### src/rtl/ovt_pkg.sv
package ovt_pkg;

  typedef enum logic [1:0] {
    MD_VARW   = 2'd0,
    MD_RELOAD = 2'd1,
    MD_PWM    = 2'd2,
    MD_HOLD   = 2'd3
  } ovt_mode_e;

  typedef struct packed {
    logic [2:0] wfld;
    logic       ext_src;
    ovt_mode_e  mode;
  } ovt_cfg_t;

  localparam int CFG_W = $bits(ovt_cfg_t);

  localparam logic [2:0] A_CNT_LO = 3'd0;
  localparam logic [2:0] A_CNT_HI = 3'd1;
  localparam logic [2:0] A_RLD_LO = 3'd2;
  localparam logic [2:0] A_RLD_HI = 3'd3;
  localparam logic [2:0] A_MODE   = 3'd4;
  localparam logic [2:0] A_CTRL   = 3'd5;

endpackage

### src/rtl/ovt_sync_edge.sv
module ovt_sync_edge #(
  parameter int STAGES = 2
) (
  input  logic clk,
  input  logic rst,
  input  logic pin,
  output logic fall
);
  // sh[STAGES-1] is the synchronised level, sh[STAGES] its previous sample
  logic [STAGES:0] sh;

  always_ff @(posedge clk) begin
    if (rst) sh <= '1;
    else     sh <= {sh[STAGES-1:0], pin};
  end

  always_comb fall = sh[STAGES] & ~sh[STAGES-1];
endmodule

### src/rtl/ovt_regs.sv
module ovt_regs import ovt_pkg::*; #(
  parameter int DW = 8,
  parameter int AW = 3
) (
  input  logic          clk,
  input  logic          rst,
  input  logic          wr,
  input  logic [AW-1:0] addr,
  input  logic [DW-1:0] wdata,
  input  logic [2*DW-1:0] cnt_q,
  input  logic          ovf_set,
  output logic [2*DW-1:0] rld_q,
  output ovt_cfg_t      cfg_q,
  output logic          run_q,
  output logic          ovf_q,
  output logic [DW-1:0] rdata_q,
  output logic          cnt_lo_we,
  output logic          cnt_hi_we
);
  logic sel_rl, sel_rh, sel_md, sel_ct;
  logic [DW-1:0] rd_c;

  always_comb begin
    cnt_lo_we = wr && (addr == AW'(A_CNT_LO));
    cnt_hi_we = wr && (addr == AW'(A_CNT_HI));
    sel_rl    = wr && (addr == AW'(A_RLD_LO));
    sel_rh    = wr && (addr == AW'(A_RLD_HI));
    sel_md    = wr && (addr == AW'(A_MODE));
    sel_ct    = wr && (addr == AW'(A_CTRL));
  end

  always_ff @(posedge clk) begin
    if (rst) begin
      rld_q <= '0;
      cfg_q <= '0;
      run_q <= 1'b0;
      ovf_q <= 1'b0;
    end else begin
      if (sel_rl) rld_q[DW-1:0]    <= wdata;
      if (sel_rh) rld_q[2*DW-1:DW] <= wdata;
      if (sel_md) cfg_q <= ovt_cfg_t'(wdata[CFG_W-1:0]);
      if (sel_ct) run_q <= wdata[0];
      if (ovf_set)                  ovf_q <= 1'b1;
      else if (sel_ct && !wdata[1]) ovf_q <= 1'b0;
    end
  end

  always_comb begin
    case (addr)
      AW'(A_CNT_LO): rd_c = cnt_q[DW-1:0];
      AW'(A_CNT_HI): rd_c = cnt_q[2*DW-1:DW];
      AW'(A_RLD_LO): rd_c = rld_q[DW-1:0];
      AW'(A_RLD_HI): rd_c = rld_q[2*DW-1:DW];
      AW'(A_MODE):   rd_c = {{(DW-CFG_W){1'b0}}, cfg_q};
      AW'(A_CTRL):   rd_c = {{(DW-2){1'b0}}, ovf_q, run_q};
      default:       rd_c = '0;
    endcase
  end

  always_ff @(posedge clk) begin
    if (rst) rdata_q <= '0;
    else     rdata_q <= rd_c;
  end
endmodule

### src/rtl/ovt_core.sv
module ovt_core import ovt_pkg::*; #(
  parameter int DW = 8
) (
  input  logic            clk,
  input  logic            rst,
  input  logic            run,
  input  ovt_cfg_t        cfg,
  input  logic [2*DW-1:0] rld,
  input  logic            wr_lo,
  input  logic            wr_hi,
  input  logic [DW-1:0]   wdata,
  input  logic            fall,
  output logic [2*DW-1:0] cnt_q,
  output logic            adv,
  output logic            ovf_set,
  output logic            pwm_q
);
  localparam int CW   = 2 * DW;
  localparam int MINW = DW + 1;
  localparam int SW   = $clog2(CW + 1);

  logic [SW-1:0]  wsel;
  logic [CW-1:0]  mask;
  logic [CW-1:0]  cnt_n;
  logic [DW-1:0]  pre_q;
  logic           pstep;
  logic           cnt_mode;

  always_comb begin
    wsel     = SW'(MINW) + SW'(cfg.wfld);
    mask     = ~({CW{1'b1}} << wsel);
    cnt_mode = (cfg.mode == MD_VARW) || (cfg.mode == MD_RELOAD);
    adv      = run && cnt_mode && (cfg.ext_src ? fall : 1'b1);
    pstep    = run && (cfg.mode == MD_PWM) && (pre_q == rld[DW-1:0]);
  end

  always_comb begin
    cnt_n   = cnt_q;
    ovf_set = 1'b0;
    if (adv) begin
      if (cfg.mode == MD_VARW) begin
        if ((cnt_q & mask) == mask) begin
          cnt_n   = '0;
          ovf_set = 1'b1;
        end else begin
          cnt_n = (cnt_q + 1'b1) & mask;
        end
      end else begin
        if (cnt_q == '1) begin
          cnt_n   = rld;
          ovf_set = 1'b1;
        end else begin
          cnt_n = cnt_q + 1'b1;
        end
      end
    end
    if (pstep) begin
      cnt_n[DW-1:0] = cnt_q[DW-1:0] + 1'b1;
      ovf_set       = (cnt_q[DW-1:0] == '1);
    end
    if (wr_lo) cnt_n[DW-1:0]  = wdata;
    if (wr_hi) cnt_n[CW-1:DW] = wdata;
  end

  always_ff @(posedge clk) begin
    if (rst) cnt_q <= '0;
    else     cnt_q <= cnt_n;
  end

  always_ff @(posedge clk) begin
    if (rst || wr_lo)                        pre_q <= '0;
    else if (run && cfg.mode == MD_PWM)      pre_q <= pstep ? '0 : pre_q + 1'b1;
  end

  always_ff @(posedge clk) begin
    if (rst) pwm_q <= 1'b0;
    else     pwm_q <= run && (cfg.mode == MD_PWM) && (cnt_q[DW-1:0] < cnt_q[CW-1:DW]);
  end
endmodule

### src/rtl/ovt_timer.sv
module ovt_timer import ovt_pkg::*; #(
  parameter int DATA_W      = 8,
  parameter int ADDR_W      = 3,
  parameter int SYNC_STAGES = 2
) (
  input  logic              clk,
  input  logic              rst,
  input  logic              reg_wr,
  input  logic [ADDR_W-1:0] reg_addr,
  input  logic [DATA_W-1:0] reg_wdata,
  output logic [DATA_W-1:0] reg_rdata,
  input  logic              cnt_pin_in,
  output logic              pwm_pin_out,
  output logic              ovf_flag
);
  localparam int CW = 2 * DATA_W;

  logic [CW-1:0] cnt_q, rld_q;
  ovt_cfg_t      cfg_q;
  logic          run_q, ovf_set, cnt_adv, pin_fall;
  logic          cnt_lo_we, cnt_hi_we;

  ovt_sync_edge #(.STAGES(SYNC_STAGES)) sync_i (
    .clk (clk), .rst (rst), .pin (cnt_pin_in), .fall (pin_fall)
  );

  ovt_regs #(.DW(DATA_W), .AW(ADDR_W)) regs_i (
    .clk (clk), .rst (rst), .wr (reg_wr), .addr (reg_addr), .wdata (reg_wdata),
    .cnt_q (cnt_q), .ovf_set (ovf_set), .rld_q (rld_q), .cfg_q (cfg_q),
    .run_q (run_q), .ovf_q (ovf_flag), .rdata_q (reg_rdata),
    .cnt_lo_we (cnt_lo_we), .cnt_hi_we (cnt_hi_we)
  );

  ovt_core #(.DW(DATA_W)) core_i (
    .clk (clk), .rst (rst), .run (run_q), .cfg (cfg_q), .rld (rld_q),
    .wr_lo (cnt_lo_we), .wr_hi (cnt_hi_we), .wdata (reg_wdata), .fall (pin_fall),
    .cnt_q (cnt_q), .adv (cnt_adv), .ovf_set (ovf_set), .pwm_q (pwm_pin_out)
  );
endmodule

### config.mk
export PLATFORM = sky130hd
export DESIGN_NAME = ovt_timer
export DESIGN_NICKNAME = d
export VERILOG_FILES = /design/src/rtl/ovt_pkg.sv /design/src/rtl/ovt_sync_edge.sv /design/src/rtl/ovt_regs.sv /design/src/rtl/ovt_core.sv /design/src/rtl/ovt_timer.sv
export SDC_FILE = /design/constraint.sdc
export NUM_CORES = 1
export LEC_CHECK = 0
export CELL_PAD_IN_SITES_DETAIL_PLACEMENT = 0
export CELL_PAD_IN_SITES_GLOBAL_PLACEMENT = 1
export CORE_UTILIZATION = 40
export DETAILED_ROUTE_END_ITERATION = 16
export HOLD_SLACK_MARGIN = 0.03
export PLACE_DENSITY = 0.73
export SLEW_MARGIN = 10
export SYNTH_ARGS = -nofsm -noshare
export SYNTH_HDL_FRONTEND = slang
export SYNTH_SLANG_ARGS = --single-unit
### constraint.sdc
create_clock -name clk -period 2.7 [get_ports clk]
set_clock_uncertainty 0.15 [all_clocks]
set_input_delay 0.54 -clock clk [delete_from_list [all_inputs] [get_ports clk]]
set_output_delay 0.54 -clock clk [all_outputs]
set_load 0.05 [all_outputs]
Yosys cells after proc, flatten, opt, wreduce, memory -nomap -nowiden
Cells that the tools add are included.
{"block": "classes", "n_addsub": 4, "n_lt_le_gt_ge": 1, "eq_ne": 11, "shift": 1, "mux": 17, "n_bitwise": 5, "reduce_logical": 20}
{"cell": "$mux W16", "count": 4}
{"cell": "$pmux W8 S6", "count": 1}
{"cell": "$and A16 B16 Y16", "count": 2}
{"cell": "$mux W8", "count": 4}
{"cell": "$add A16 B1 Y16 const B", "count": 1}
{"cell": "$add A8 B1 Y8 const B", "count": 2}
{"cell": "$eq A16 B16 Y1", "count": 1}
{"cell": "$eq A16 B16 Y1 const B", "count": 1}
{"cell": "$not A16 Y16", "count": 1}
{"cell": "$shl A16 B5 Y16 const A", "count": 1}
{"cell": "$logic_and A1 B1 Y1", "count": 12}
{"cell": "$eq A8 B8 Y1", "count": 1}
{"cell": "$eq A8 B8 Y1 const B", "count": 1}
{"cell": "$lt A8 B8 Y1", "count": 1}
{"cell": "$mux W1", "count": 8}
{"cell": "$eq A3 B2 Y1 const B", "count": 2}
{"cell": "$eq A3 B3 Y1 const B", "count": 2}
{"cell": "$add A4 B3 Y5 const A", "count": 1}
{"cell": "$reduce_bool A2 Y1", "count": 2}
{"cell": "$eq A3 B1 Y1 const B", "count": 1}
{"cell": "$logic_not A3 Y1", "count": 1}
{"cell": "$reduce_bool A3 Y1", "count": 1}
{"cell": "$eq A2 B1 Y1 const B", "count": 1}
{"cell": "$eq A2 B2 Y1 const B", "count": 1}
{"cell": "other kinds (5)", "count": 6}
{"block": "word_totals", "ff_bits": 60, "in_bits": 15, "wordCells": 72}

Logic depth before layout (Yosys ltp)
{"block": "depth", "ltp_word": 10, "ltp_mapped": 10}

Cells and area by module
A second synthesis with hierarchy kept.
{"block": "unflattened", "cells_unflattened": 465, "hier_area_um2": 3932.5}
{"module": "ovt_core", "n_inst": 1, "cells_per_inst": 312, "area_per_inst_um2": 2398.6, "seq_area_each_um2": 500.5}
{"module": "ovt_regs", "n_inst": 1, "cells_per_inst": 146, "area_per_inst_um2": 1448.9, "seq_area_each_um2": 640.6}
{"module": "ovt_sync_edge", "n_inst": 1, "cells_per_inst": 7, "area_per_inst_um2": 85.1, "seq_area_each_um2": 60.1}

Worst setup path after synthesis
Ideal clock, no wire load.
{"block": "synth_timing", "path_kind": "reg2reg", "start": "reg, netlist name regs_i.cfg_q[4]", "end": "reg core_i.cnt_q[10]", "t_arrival_ns": 2.355, "required_time_ns": 2.480, "path_slack_ns": 0.125, "path_stages_with_launch": 11, "n_path_buf": 1, "period_less_slack_ns": 2.575, "path_cell_list": "dfxtp_1 ha_1 inv_1 ha_1 or2_2 a221oi_1 a211oi_1 nand4_1 clkbuf_1 o2111ai_1 a21oi_1"}
{"block": "synth_between", "elab_chain_len": 9, "elab_cells_between_ends": 10, "cone_classes": "add/sub: 1; eq/ne: 1; shift: 1; mux: 4; bitwise: 3"}
{"element": "$add A4 B3 Y5 (*)", "line_no": "ovt_core.sv:30", "rtl": "wsel = SW'(MINW) + SW'(cfg.wfld);"}
{"element": "$shl A16 B5 Y16 (*)", "line_no": "ovt_core.sv:31", "rtl": "mask = ~({CW{1'b1}} << wsel);"}
{"element": "$not A16 Y16 (*)", "line_no": "ovt_core.sv:31"}
{"element": "$and A16 B16 Y16", "line_no": "ovt_core.sv:42", "rtl": "if ((cnt_q & mask) == mask) begin"}
{"element": "$eq A16 B16 Y1", "line_no": "ovt_core.sv:42"}
{"element": "$mux W16 (*)", "line_no": "ovt_core.sv:42"}
{"element": "$mux W16 (*)", "line_no": "ovt_core.sv:41", "rtl": "if (cfg.mode == MD_VARW) begin"}
{"element": "$mux W16 (*)", "line_no": "ovt_core.sv:40", "rtl": "if (adv) begin"}
{"element": "$mux W8 (*)", "line_no": "ovt_core.sv:62", "rtl": "if (wr_hi) cnt_n[CW-1:DW] = wdata;"}
{"element": "end signal, assigned", "line_no": "ovt_core.sv:67", "rtl": "else cnt_q <= cnt_n;"}
{"element": "end, declared", "line_no": "ovt_core.sv:13", "rtl": "output logic [2*DW-1:0] cnt_q,"}
Mark *: on every way between the ends. The rest lies on a longest branch, timed or not. The select of a mux whose other input is x is not followed.
A chain may end at the register's enable or synchronous reset.

Worst setup path after layout
{"block": "layout_timing", "start": "reg, netlist name regs_i.cfg_q[3]", "end": "reg core_i.cnt_q[3]"}
{"block": "layout_between", "elab_chain_len": 10, "elab_cells_between_ends": 11, "cone_classes": "add/sub: 1; eq/ne: 1; shift: 1; mux: 5; bitwise: 3"}
{"element": "$add A4 B3 Y5 (*)", "line_no": "ovt_core.sv:30"}
{"element": "$shl A16 B5 Y16 (*)", "line_no": "ovt_core.sv:31"}
{"element": "$not A16 Y16 (*)", "line_no": "ovt_core.sv:31"}
{"element": "$and A16 B16 Y16", "line_no": "ovt_core.sv:42"}
{"element": "$eq A16 B16 Y1", "line_no": "ovt_core.sv:42"}
{"element": "$mux W16 (*)", "line_no": "ovt_core.sv:42"}
{"element": "$mux W16 (*)", "line_no": "ovt_core.sv:41"}
{"element": "$mux W16 (*)", "line_no": "ovt_core.sv:40"}
{"element": "$mux W8 (*)", "line_no": "ovt_core.sv:57", "rtl": "if (pstep) begin"}
{"element": "$mux W8 (*)", "line_no": "ovt_core.sv:61", "rtl": "if (wr_lo) cnt_n[DW-1:0] = wdata;"}
Marked as above.

==> results.sh <==
export IMPL_outcome="finished clean"
export IMPL_dr_pass1_iters=5
export IMPL_synth_cell_types=62
export IMPL_syn_instance_count=508
export IMPL_core_um2=9730
export IMPL_crit_top_cell="ha_2"
export IMPL_nets=589
export IMPL_fin_cells=697
export IMPL_grt_pass1_vias=3760
export IMPL_clock_sinks=60
export IMPL_period_share_pct=96.5
export IMPL_cp_buffers_inverters=2
export IMPL_die_x_um=102
export IMPL_ys_async_sr_fraction_pct=0
export IMPL_layout_common_cells="60 x dfxtp_1, 57 x nor2_1, 53 x buf_4, 50 x nand2_1, 30 x a21oi_1"
export IMPL_tritoncts="done"
export IMPL_crit_required_ns=2.79
export IMPL_max_stage_delay_ns=0.38
export IMPL_ir_drop_mv=0.182
export IMPL_leakage_uw=0.00176
export IMPL_gp_congestion=0.985
export IMPL_setup_viol=0
export IMPL_hpwl_mm=10.9
export IMPL_portBuffers=24
export IMPL_gr_total_overflow=0
export IMPL_rsz0062_at_grt="no"
export IMPL_ios=25
export IMPL_dp_slack_ns=0.0296
export IMPL_worstHoldPathType="reg2reg"
export IMPL_fmax_mhz=384
export IMPL_setup_slack_ns=0.0950
export IMPL_dieArea_um2=10400
export IMPL_cts_buffers_inserted=9
export IMPL_grt_pass1_wl_mm=22.0
export IMPL_clock_latency_ns=0.36
export IMPL_postSynthNetCount=537
export IMPL_syn_to_final_growth_pct=21.0
export IMPL_cts_root_buf="clkbuf_8"
export IMPL_power_density_nw_per_um2=406
export IMPL_vias=4140
export IMPL_relSlewSlack_pct=66.9
export IMPL_cts_htree_levels=3
export IMPL_layout_commonest_cell="dfxtp_1"
export IMPL_start_util_pct=41.3
export IMPL_synth_area_per_cell_um2=7.90
export IMPL_finalWirelength_mm=14.5
export IMPL_drc=0
export IMPL_die_h_um=102
export IMPL_post_cts_setup_buffers=0
export IMPL_finalSetupTns_ns=0
export IMPL_crit_type="reg2reg"
export IMPL_clk_pin_slew_worst_paths_ns=0.08
export IMPL_syn_area_um2=4010
export IMPL_synth_seq_area_share_pct=29.9
export IMPL_worst_pin_slew_ns=0.495
export IMPL_synthFlopType="dfxtp_1"
export IMPL_cp_top_family="simple AND/OR/NAND/NOR gates"
export IMPL_cap_violations=0
export IMPL_placementRows=36
export IMPL_drt_first_iter_violations=457
export IMPL_postLayoutCoreUtil_pct=49.9
export IMPL_crit_path_start_kind="flop"
export IMPL_grt_use_total_pct=29.2
export IMPL_slew_viol_final=0
export IMPL_arrival_ns=2.70
export IMPL_grt_max_degree=24
export IMPL_clockBufferDepth=2
export IMPL_hp_start="sync_i.sh[0]$_SDFF_PP1_"
export IMPL_antenna_found_initial=1
export IMPL_cp_max_fo=10
export IMPL_cpMaxStageDelayCell="ha_2"
export IMPL_endpoint_kind="flop"
export IMPL_diodes=0
export IMPL_vias_per_cell=5.94
export IMPL_place_inst=682
export IMPL_wl_per_cell_um=20.8
export IMPL_worstPathCellList="ha_2 > inv_1 > ha_2 > and3b_1 > nor2_1 > a211oi_2 > nand4_1 > buf_6 > a31oi_1 > o22ai_1"
export IMPL_ys_ff_latch=60
export IMPL_synth_edff_count=0
export IMPL_final_min_clock_period_ns=2.60
export IMPL_postRouteAntennaNets=0
export IMPL_hold_viol=0
export IMPL_holdBufCountCts=0
export IMPL_synth_warnings=0
export IMPL_drive_gt1_share_pct=16.0
export IMPL_cp_startpoint="regs_i.cfg_q[3]$_SDFFE_PP0P_"
export IMPL_reg2reg_from="regs_i.cfg_q[3]$_SDFFE_PP0P_"
cells by family (layout without fill, tap and decap cells):
logic type	Yosys count	count (layout)	synth area share, %
buffers and inverters	54	110	5.67
adder cells (fa/ha/maj)	14	14	4.36
XOR/XNOR	27	27	5.89
AND/OR/NAND/NOR	212	212	26.7
multiplexers	23	23	7.04
AO/OA/AOI/OAI	118	118	20.4
flip-flops	60	60	29.9
flip-flops by register name, indices dropped and copies added, names as in the netlist:
signal,flops
core_i.pwm_q,1
regs_i.rdata_q,8
regs_i.ovf_q,1
regs_i.run_q,1
regs_i.cfg_q,6
core_i.pre_q,8
core_i.cnt_q,16
regs_i.rld_q,16
sync_i.sh,3
synthesized netlist by cell type (6+ instances only):
library cell,n,share of area (%)
buf_2,7,0.87
nand2b_1,6,0.94
o211ai_1,9,1.7
xnor2_1,20,4.4
a22oi_1,6,1.1
and3_1,8,1.2
nand2_1,50,4.7
nor2_1,57,5.3
inv_1,16,1.5
nor2b_1,13,2.0
clkbuf_1,27,2.5
o21ai_0,9,1.1
a31oi_1,14,2.2
xor2_1,7,1.5
a21oi_1,30,3.7
nor3_1,15,1.9
nand3_1,18,2.2
ha_1,14,4.4
nand4_1,13,2.0
mux2i_1,17,4.2
dfxtp_1,60,30
final cells by class:
cell class / count / area [um2]
Tap cell: 133 / 166
Inverter: 16 / 60.1
Multi-Input combinational cell: 394 / 2610
Fill cell: 956 / 4870
Clock inverter: 5 / 30.0
Sequential cell: 60 / 1200
Clock buffer: 10 / 128
Timing Repair Buffer: 79 / 664
worst paths after layout:
check / end / slack (ns) / cells past startpoint
worst max-delay path: core_i.cnt_q[3]$_SDFFE_PP0P_ / 0.1 / 10
worst min register to register: sync_i.sh[1]$_SDFF_PP1_ / 0.27 / 1
worst max register to register: core_i.cnt_q[3]$_SDFFE_PP0P_ / 0.1 / 10
worst min-delay path: sync_i.sh[1]$_SDFF_PP1_ / 0.27 / 1
per-layer routing:
metal / up-vias / global-route usage, % / routed length (um)
met5: - / 0 / 0
met3: 54 / 5.27 / 1300
met1: 1893 / 39.9 / 6240
met2: 242 / 44.0 / 6250
li1: 1951 / - / -
met4: 0 / 14.8 / 736
report_power, final:
group          internal [uW]  leakage [uW]  switching, uW  total, uW
Sequential               908      0.000486           31.0        939
Combinational            134       0.00120            180        313
Clock                    323     0.0000779            397        720
worst register-to-register path, delay by kind of cell (launching register included):
kind	cells	cell delay [ns]
buffers and inverters	2	0.28
AND/OR/NAND/NOR	3	0.59
AO/OA/AOI/OAI	3	0.54
flip-flops	1	0.35
adder cells (fa/ha/maj)	2	0.58
timing repair:
action | in CTS | in global routing
setup endpoints to repair | 1 | 14
gates resized for setup | 0 | 7
pin swaps | 1 | 1
stage by stage:
stage / area, um2 / hold WS (ns) / total power (uW)
floorplan: 4010 / 0.239 / 1120
global placement: 4670 / 0.258 / 1260
detailed placement: 4670 / 0.257 / 1260
CTS: 4830 / 0.274 / 1970
global route: 4860 / 0.290 / 2040
finish: 4860 / 0.269 / 1970
Note: power is estimated with default switching activity, not from simulation.
